[src/rtl/conv_macc_pkg.sv]
package conv_macc_pkg;
  localparam int unsigned BUS_W = 32;

  typedef enum logic [2:0] {
    SEL_CTRL    = 3'd0,
    SEL_STATUS  = 3'd1,
    SEL_IMG_BASE = 3'd2,
    SEL_MSK_BASE = 3'd3,
    SEL_PITCH   = 3'd4,
    SEL_RES_LO  = 3'd5,
    SEL_RES_HI  = 3'd6
  } reg_sel_e;
endpackage

[src/rtl/conv_addr_gen.sv]
module conv_addr_gen #(
  parameter int unsigned ADDR_W = 12,
  parameter int unsigned DIM    = 40,
  localparam int unsigned CNT_W = (DIM > 1) ? $clog2(DIM) : 1
) (
  input  logic              clk_i,
  input  logic              rst_ni,
  input  logic              start_i,
  input  logic [ADDR_W-1:0] img_base_i,
  input  logic [ADDR_W-1:0] msk_base_i,
  input  logic [ADDR_W-1:0] pitch_i,
  output logic              issue_o,
  output logic              last_o,
  output logic              col_last_o,
  output logic [ADDR_W-1:0] img_addr_o,
  output logic [ADDR_W-1:0] msk_addr_o
);
  logic              active_q;
  logic [CNT_W-1:0]  col_q, row_q;
  logic [ADDR_W-1:0] row_base_q, msk_ptr_q, pitch_q;
  logic              col_last, row_last;

  assign col_last = (col_q == CNT_W'(DIM - 1));
  assign row_last = (row_q == CNT_W'(DIM - 1));

  // operands latched at start; live registers do not disturb a run
  always_ff @(posedge clk_i or negedge rst_ni) begin
    if (!rst_ni) begin
      active_q   <= 1'b0;
      col_q      <= '0;
      row_q      <= '0;
      row_base_q <= '0;
      msk_ptr_q  <= '0;
      pitch_q    <= '0;
    end else if (start_i) begin
      active_q   <= 1'b1;
      col_q      <= '0;
      row_q      <= '0;
      row_base_q <= img_base_i;
      msk_ptr_q  <= msk_base_i;
      pitch_q    <= pitch_i;
    end else if (active_q) begin
      msk_ptr_q <= msk_ptr_q + 1'b1;
      if (col_last) begin
        col_q      <= '0;
        row_base_q <= row_base_q + pitch_q;
        if (row_last) active_q <= 1'b0;
        else          row_q    <= row_q + 1'b1;
      end else begin
        col_q <= col_q + 1'b1;
      end
    end
  end

  assign issue_o    = active_q;
  assign last_o     = active_q && col_last && row_last;
  assign col_last_o = col_last;
  assign img_addr_o = row_base_q + ADDR_W'(col_q);
  assign msk_addr_o = msk_ptr_q;
endmodule

[src/rtl/conv_mac_pipe.sv]
module conv_mac_pipe #(
  parameter int unsigned PIX_W = 8,
  parameter int unsigned MSK_W = 16,
  parameter int unsigned ACC_W = 36,
  localparam int unsigned PROD_W = PIX_W + MSK_W + 1
) (
  input  logic                    clk_i,
  input  logic                    rst_ni,
  input  logic                    clear_i,
  input  logic                    issue_i,
  input  logic                    last_i,
  input  logic [PIX_W-1:0]        pix_i,
  input  logic signed [MSK_W-1:0] msk_i,
  output logic                    fin_o,
  output logic signed [ACC_W-1:0] sum_o
);
  logic                     vld_q, lst_q;
  logic signed [ACC_W-1:0]  acc_q;
  logic signed [PROD_W-1:0] prod;

  // one cycle of memory latency: data pairs with the address issued last cycle
  always_ff @(posedge clk_i or negedge rst_ni) begin
    if (!rst_ni) begin
      vld_q <= 1'b0;
      lst_q <= 1'b0;
    end else begin
      vld_q <= issue_i;
      lst_q <= issue_i && last_i;
    end
  end

  assign prod  = $signed({1'b0, pix_i}) * msk_i;
  assign sum_o = acc_q + ACC_W'(prod);
  assign fin_o = vld_q && lst_q;

  always_ff @(posedge clk_i or negedge rst_ni) begin
    if (!rst_ni)      acc_q <= '0;
    else if (clear_i) acc_q <= '0;
    else if (vld_q)   acc_q <= sum_o;
  end
endmodule

[src/rtl/conv_regs.sv]
module conv_regs
  import conv_macc_pkg::*;
#(
  parameter int unsigned ADDR_W = 12,
  parameter int unsigned ACC_W  = 36
) (
  input  logic                    clk_i,
  input  logic                    rst_ni,
  input  logic                    reg_wr_i,
  input  logic [2:0]              reg_addr_i,
  input  logic [BUS_W-1:0]        reg_wdata_i,
  output logic [BUS_W-1:0]        reg_rdata_o,
  input  logic                    fin_i,
  input  logic signed [ACC_W-1:0] sum_i,
  output logic                    start_o,
  output logic [ADDR_W-1:0]       img_base_o,
  output logic [ADDR_W-1:0]       msk_base_o,
  output logic [ADDR_W-1:0]       pitch_o,
  output logic                    busy_o,
  output logic                    done_o,
  output logic signed [ACC_W-1:0] result_o
);
  logic                    busy_q, done_q;
  logic [ADDR_W-1:0]       img_base_q, msk_base_q, pitch_q;
  logic signed [ACC_W-1:0] result_q;
  logic [63:0]             res_ext;
  logic                    unused_wdata;

  assign unused_wdata = ^reg_wdata_i[BUS_W-1:ADDR_W];

  assign start_o = reg_wr_i && (reg_addr_i == SEL_CTRL) && reg_wdata_i[0] && !busy_q;

  always_ff @(posedge clk_i or negedge rst_ni) begin
    if (!rst_ni) begin
      busy_q   <= 1'b0;
      done_q   <= 1'b0;
      result_q <= '0;
    end else if (start_o) begin
      busy_q <= 1'b1;
      done_q <= 1'b0;
    end else if (fin_i) begin
      busy_q   <= 1'b0;
      done_q   <= 1'b1;
      result_q <= sum_i;
    end
  end

  always_ff @(posedge clk_i or negedge rst_ni) begin
    if (!rst_ni) begin
      img_base_q <= '0;
      msk_base_q <= '0;
      pitch_q    <= '0;
    end else if (reg_wr_i) begin
      case (reg_addr_i)
        SEL_IMG_BASE: img_base_q <= reg_wdata_i[ADDR_W-1:0];
        SEL_MSK_BASE: msk_base_q <= reg_wdata_i[ADDR_W-1:0];
        SEL_PITCH:    pitch_q    <= reg_wdata_i[ADDR_W-1:0];
        default: ;
      endcase
    end
  end

  assign res_ext = {{(64-ACC_W){result_q[ACC_W-1]}}, result_q};

  always_comb begin
    reg_rdata_o = '0;
    case (reg_addr_i)
      SEL_STATUS:   reg_rdata_o = {{(BUS_W-2){1'b0}}, done_q, busy_q};
      SEL_IMG_BASE: reg_rdata_o = BUS_W'(img_base_q);
      SEL_MSK_BASE: reg_rdata_o = BUS_W'(msk_base_q);
      SEL_PITCH:    reg_rdata_o = BUS_W'(pitch_q);
      SEL_RES_LO:   reg_rdata_o = res_ext[31:0];
      SEL_RES_HI:   reg_rdata_o = res_ext[63:32];
      default:      reg_rdata_o = '0;
    endcase
  end

  assign img_base_o = img_base_q;
  assign msk_base_o = msk_base_q;
  assign pitch_o    = pitch_q;
  assign busy_o     = busy_q;
  assign done_o     = done_q;
  assign result_o   = result_q;
endmodule

[src/rtl/conv_macc_engine.sv]
module conv_macc_engine #(
  parameter int unsigned PIX_W  = 8,
  parameter int unsigned MSK_W  = 16,
  parameter int unsigned ADDR_W = 12,
  parameter int unsigned DIM    = 40,
  parameter int unsigned ACC_W  = 36
) (
  input  logic              clk_i,
  input  logic              rst_ni,
  input  logic              reg_wr_i,
  input  logic [2:0]        reg_addr_i,
  input  logic [31:0]       reg_wdata_i,
  output logic [31:0]       reg_rdata_o,
  output logic [ADDR_W-1:0] img_addr_o,
  input  logic [PIX_W-1:0]  img_rdata_i,
  output logic [ADDR_W-1:0] msk_addr_o,
  input  logic [MSK_W-1:0]  msk_rdata_i
);
  logic              start_acc, busy, done, issue, last, col_last, fin;
  logic [ADDR_W-1:0] img_base, msk_base, pitch;
  logic signed [ACC_W-1:0] sum, result;

  conv_regs #(.ADDR_W(ADDR_W), .ACC_W(ACC_W)) regs_i (
    .clk_i, .rst_ni, .reg_wr_i, .reg_addr_i, .reg_wdata_i, .reg_rdata_o,
    .fin_i(fin), .sum_i(sum), .start_o(start_acc),
    .img_base_o(img_base), .msk_base_o(msk_base), .pitch_o(pitch),
    .busy_o(busy), .done_o(done), .result_o(result)
  );

  conv_addr_gen #(.ADDR_W(ADDR_W), .DIM(DIM)) agen_i (
    .clk_i, .rst_ni, .start_i(start_acc),
    .img_base_i(img_base), .msk_base_i(msk_base), .pitch_i(pitch),
    .issue_o(issue), .last_o(last), .col_last_o(col_last),
    .img_addr_o, .msk_addr_o
  );

  conv_mac_pipe #(.PIX_W(PIX_W), .MSK_W(MSK_W), .ACC_W(ACC_W)) mac_i (
    .clk_i, .rst_ni, .clear_i(start_acc), .issue_i(issue), .last_i(last),
    .pix_i(img_rdata_i), .msk_i($signed(msk_rdata_i)),
    .fin_o(fin), .sum_o(sum)
  );
endmodule

[config.mk]
export PLATFORM = sky130hd
export DESIGN_NAME = conv_macc_engine
export DESIGN_NICKNAME = d
export VERILOG_FILES = /design/src/rtl/conv_macc_pkg.sv /design/src/rtl/conv_addr_gen.sv /design/src/rtl/conv_mac_pipe.sv /design/src/rtl/conv_regs.sv /design/src/rtl/conv_macc_engine.sv
export SDC_FILE = /design/constraint.sdc
export NUM_CORES = 1
export LEC_CHECK = 0
export CORE_ASPECT_RATIO = 2
export CORE_UTILIZATION = 23
export DETAILED_ROUTE_END_ITERATION = 8
export GPL_ROUTABILITY_DRIVEN = 1
export PLACE_DENSITY = 0.47
export SLEW_MARGIN = 20
export SYNTH_ARGS = -nofsm -noshare
export SYNTH_HDL_FRONTEND = slang
export SYNTH_SLANG_ARGS = --single-unit
[constraint.sdc]
create_clock -name clk_i -period 2.9 [get_ports clk_i]
set_input_delay 0.58 -clock clk_i [delete_from_list [all_inputs] [get_ports clk_i]]
set_output_delay 0.58 -clock clk_i [all_outputs]
set_load 0.01 [all_outputs]
After elaboration in Yosys (flattened, before gate mapping)

Cells that the tools add are included.

Bits in registers: 161
Latch bits: 0
RAM bits: 0
ROM bits: 0
Bits of input ports: 62
Output and inout port bits: 56
Memories kept: 0

$add $sub $neg: 6
Multiply operators: 1
Divide/modulo/power cells: 0
Order comparisons: 0
Equal/unequal tests: 9
Shifts and indexed selects: 0
Muxes and demuxes: 23
Bitwise logic cells: 1
Reduce and logical (&&, ||, !) cells: 19

Operators by type and width:

| cell                                                                     | number |
|---|---|
| 32-bit case mux with 6 select lines                                      | 1 |
| 36-bit two-way mux                                                       | 2 |
| 12-bit two-way mux                                                       | 5 |
| 6-bit two-way mux                                                        | 7 |
| 36-bit by 25-bit adder with 36-bit output                                | 1 |
| 9-bit by 16-bit multiplier with 25-bit output                            | 1 |
| 12-bit by 1-bit adder with 12-bit output (second input constant)         | 1 |
| 12-bit adder                                                             | 1 |
| 12-bit by 6-bit adder with 12-bit output                                 | 1 |
| 6-bit by 1-bit adder with 6-bit output (second input constant)           | 2 |
| 6-bit equality test (second input constant)                              | 2 |
| 2-bit AND reduction                                                      | 5 |
| 3-bit equality test (second input constant)                              | 3 |
| 1-bit two-way mux                                                        | 8 |
| 2-bit nonzero test                                                       | 4 |
| 1-bit logical AND                                                        | 7 |
| 3-bit by 2-bit equality test with 1-bit output (second input constant)   | 2 |
| 3-bit by 1-bit equality test with 1-bit output (second input constant)   | 1 |
| 3-bit logical NOT                                                        | 1 |
| 3-bit AND reduction                                                      | 1 |
| 2-bit by 1-bit inequality test with 1-bit output (second input constant) | 1 |
| 1-bit logical NOT                                                        | 1 |
| 1-bit inverter                                                           | 1 |

Longest topological paths before layout

Depth in word-level cells: 6
Depth in mapped cells: 23

Hierarchy

Synthesis repeated with hierarchy kept, for this count alone.

Cells, all modules: 1549
Area total of the unflattened synthesis: 14984.4 um^2

Modules (own cells, without submodules):

| module        | instances | cells an instance | area an instance (um^2) |
|---|---|---|---|
| conv_mac_pipe | 1         | 954               | 8353.0 |
| conv_regs     | 1         | 259               | 3490.8 |
| conv_addr_gen | 1         | 336               | 3140.5 |

Least setup slack after synthesis

Ideal clock, no wire load.

Path kind: input to register
Start point: in msk_rdata_i[15]
End point: reg regs_i.result_q[35] (netlist: regs_i.result_o[35])
Library setup time: 0.125 ns
Data arrival time: 5.846 ns
Data required time: 2.775 ns
Path slack: -3.071 ns
Stages: 18
Path buffers: 2
Cells stage by stage: clkbuf_1 nand2_1 fa_1 fa_1 fa_1 fa_1 inv_1 fa_1 ha_1 clkbuf_1 a21o_1 o21bai_1 a21oi_1 o21ai_0 a2111oi_0 o21ai_1 xnor2_1 mux2_2

Word-level cells in the longest chain between the ends: 2

Ends and longest elaborated chain:

| item                                          | line                   | RTL |
|---|---|---|
| start: declaration                            | conv_macc_engine.sv:17 | `input logic [MSK_W-1:0] msk_rdata_i` |
| 9-bit by 16-bit multiplier with 25-bit output | conv_mac_pipe.sv:32    | `assign prod = $signed({1'b0, pix_i}) * msk_i;` |
| 36-bit by 25-bit adder with 36-bit output     | conv_mac_pipe.sv:33    | `assign sum_o = acc_q + ACC_W'(prod);` |
| end signal: assignment                        | conv_regs.sv:44        | `result_q <= sum_i;` |
| end: declaration                              | conv_regs.sv:25        | `logic signed [ACC_W-1:0] result_q;` |

No other way between the ends.
A chain may end at the register's enable or synchronous reset.

Worst setup path in the final report

Start point: in img_rdata_i[3]
End point: reg regs_i.result_q[29] (netlist: regs_i.result_o[29])

Word-level cells in the longest chain between the ends: 2

Ends and longest elaborated chain:

| item                                          | line                   | RTL |
|---|---|---|
| start: declaration                            | conv_macc_engine.sv:15 | `input logic [PIX_W-1:0] img_rdata_i,` |
| 9-bit by 16-bit multiplier with 25-bit output | conv_mac_pipe.sv:32    |  |
| 36-bit by 25-bit adder with 36-bit output     | conv_mac_pipe.sv:33    |  |

No other way between the ends.

==> impl_results.md <==
- Total GRT Usage: 15.4%
- Final hold violations: 0
- Die Span X: 178 um
- Clk buf depth: 2
- Routed vias/inst: 4.48
- Iteration count of the initial detailed-routing pass: 4
- Reg area: 4030 um2
- Largest net degree at the start of global routing: 54
- Tcrit/Tclk final: 181%
- Layout cells sized above 1: 37.5%
- First-pass GRT wire length: 73,800 um
- Die Span Y: 353 um
- Remaining global-route overflow: 0
- CTS Sinks: 161
- Critical path arrival: 5.57 ns
- CP Capture Type: flop
- Setup Crit Path Kind: input pin to flop
- CTS tree: yes
- #FFs+latches synth: 161
- Final worst slack: -2.35 ns
- Synth top area share: 28.4%
- Post-Syn Nets: 1,762
- Vias post-DR: 11,800
- R2R Setup Slk: -0.40 ns
- CP endpoint: regs_i.result_o[29]
- Area of the multi-input gates: 10,800 um2
- Vias in the first global route: 13,200
- Final #Nets: 2,138
- Post-synthesis sequential area ratio: 28.4%
- Primary FF master, synth: dfrtp_1
- Antenna violations before repair: 2
- Post-DP HPWL: 36,400 um
- Worst setup SP type: input pin
- Synth-to-Final Area Change: 47.1%
- Initial Util: 23.3%
- DR WL/cell: 17.4 um
- Mapped Area: 14,200 um2
- DRC violations left: 0
- Failing checks: negative setup slack
- Min cycle time layout: 5.25 ns
- Routed WL: 46,000 um
- Clk root buf: clkbuf_16
- Achievable Freq: 191 MHz
- Max cap viols: 0
- FF-to-FF path depth: 13
- Most frequent cell after synthesis: nand2_1
- Leading area contributor after synthesis: dfrtp_1
- Yosys cell types: 65
- Async S/R FF share, synth: 100%
- DRT antenna net count: 0
- Area contributors post-synth: dfrtp_1, fa_1, ha_1, mux2_2, nand2_1
- Rel. slew slack: 63.4%
- Final core utilization: 34.2%
- Die footprint: 62,800 um2
- Top Ports: 118
- RR Endpoint: regs_i.result_o[29]
- CORE AREA: 61,000 um2
- Slew @ Worst Pin: 0.549 ns
- Max-slew violations: 0
- H-tree depth: 4
- Critical path data required time: 3.22 ns
- Iteration-0 DRC Markers: 367
- Yosys Warn Count: 0
- Worst skew pair latency: 0.45 ns
- Avg Synthesized Cell Area: 9.65 um2
- Number of port buffers: 97
- RePlAce Congestion: 0.855
- Worst setup path startpoint: img_rdata_i[3]
- Hold Path Class: input pin to async pin
- Number of fill cells in the layout: 6,128
- Layout Skew: 0.0154 ns
- CP Max Fanout: 6
- Post-synth top cells: nand2_1, inv_1, dfrtp_1, fa_1, ha_1
- Setup violations, final: 71
- Status: complete, but fails checks
- Synth Instances: 1,472
- Inserted Clock Buffers: 17
- Unrepaired setup endpoints after global routing: true
- # rows: 128
- Worst r2r src: mac_i.acc_q[1]
- Reg clk slew, reported paths: 0.07 ns
- Post-synth EDFFs: 0
[kinds of logic after synthesis]
logic type	share of synthesized area (%)
muxes	7.85
xor gates and xnor gates	4.62
AOI/OAI and AO/OA	11.5
adders and majority gates	27.1
buffers and inverters	6.35
and+or+nand+nor	14.2
DFF	28.4
[stage by stage]
| stage | setup slack, ns | instance area, um2 | instances | hold WS [ns] | TNS (ns) |
|---|---|---|---|---|---|
| 6_report | -2.35 | 20900 | 2644 | 0.0859 | -130.13 |
| 5_1_grt | -2.47 | 20900 | 2642 | 0.108 | -139.94 |
| 4_1_cts | -2.38 | 20500 | 2626 | 0.101 | -130.90 |
| 3_5_place_dp | -3.41 | 18400 | 2545 | 0.470 | -204.32 |
| 3_3_place_gp | -3.35 | 18400 | 2545 | 0.472 | -201.01 |
| 2_1_floorplan | -2.76 | 14600 | 1472 | 0.284 | -131.45 |
[critical path, cell delays in order]
cell,delay [ns]
buf_12,0.11
buf_12,0.13
buf_16,0.14
and2_4,0.14
fa_2,0.39
fa_1,0.53
fa_1,0.44
fa_1,0.54
inv_2,0.04
fa_1,0.55
inv_2,0.05
ha_4,0.23
a21o_4,0.23
buf_4,0.14
o21ai_4,0.25
nand2_4,0.09
buf_12,0.14
a21oi_4,0.22
o221ai_4,0.15
xor2_4,0.19
mux2_4,0.29
[registers in the layout (all words and copies together) (netlist names)]
name and flops:
regs_i.done_o 1, agen_i.col_q 6, regs_i.img_base_o 12, regs_i.msk_base_o 12, mac_i.acc_q 36, regs_i.pitch_o 12
agen_i.msk_addr_o 12, mac_i.lst_q 1, regs_i.busy_o 1, agen_i.issue_o 1, agen_i.pitch_q 12, regs_i.result_o 36
agen_i.row_q 6, mac_i.vld_q 1, agen_i.row_base_q 12
[cells in the final DEF (no fill, tap or decap), types with 49 or more instances in the layout]
| cell type | Yosys | layout |
|---|---|---|
| and2_1 | 75 | 63 |
| buf_4 | 1 | 258 |
| buf_6 | 0 | 49 |
| dfrtp_1 | 161 | 161 |
| fa_1 | 133 | 114 |
| ha_1 | 95 | 62 |
| inv_1 | 172 | 148 |
| mux2_2 | 65 | 56 |
| nand2_1 | 184 | 159 |
| nor2_1 | 67 | 58 |
[final cells by class]
cell class	instances	area share [%]
clock inverters	13	0.653
clock buffers	19	2.17
inverters	172	3.11
flip-flops and latches	161	19.3
diodes	3	0.0359
multi-input cells	1074	51.8
repair buffers	422	18.3
well taps	780	4.67
[what timing repair did]
| action | CTS | global route |
|---|---|---|
| resized for setup | 411 | 99 |
| setup endpoints to repair | 110 | 90 |
| pin swaps | 168 | 92 |
| setup buffers | 56 | 22 |
| cloned | 3 | 0 |
| hold buffers | 0 | 0 |
[how the worst min path moves through the flow]
stage	to	depth (start not counted)	startpoint
floorplan	agen_i.col_q[0]	0	rst_ni
global placement	agen_i.pitch_q[10]	2	agen_i.pitch_q[10]
detailed placement	agen_i.pitch_q[7]	2	agen_i.pitch_q[7]
CTS	mac_i.acc_q[15]	1	rst_ni
global route	regs_i.result_o[25]	1	rst_ni
finish	regs_i.result_o[29]	1	rst_ni
[layer usage]
metal / up-vias / routed length (um) / global-route usage, %
met2: 220 / 25600 / 29.2
met5: - / 0 / 0
met4: 0 / 2050 / 7.47
met3: 76 / 1640 / 1.79
met1: 5951 / 16700 / 16.5
li1: 5599 / - / -
Power is left out: the tool's default activity adds up to more than one toggle a clock period on the data nets, which glitch-free logic cannot reach.
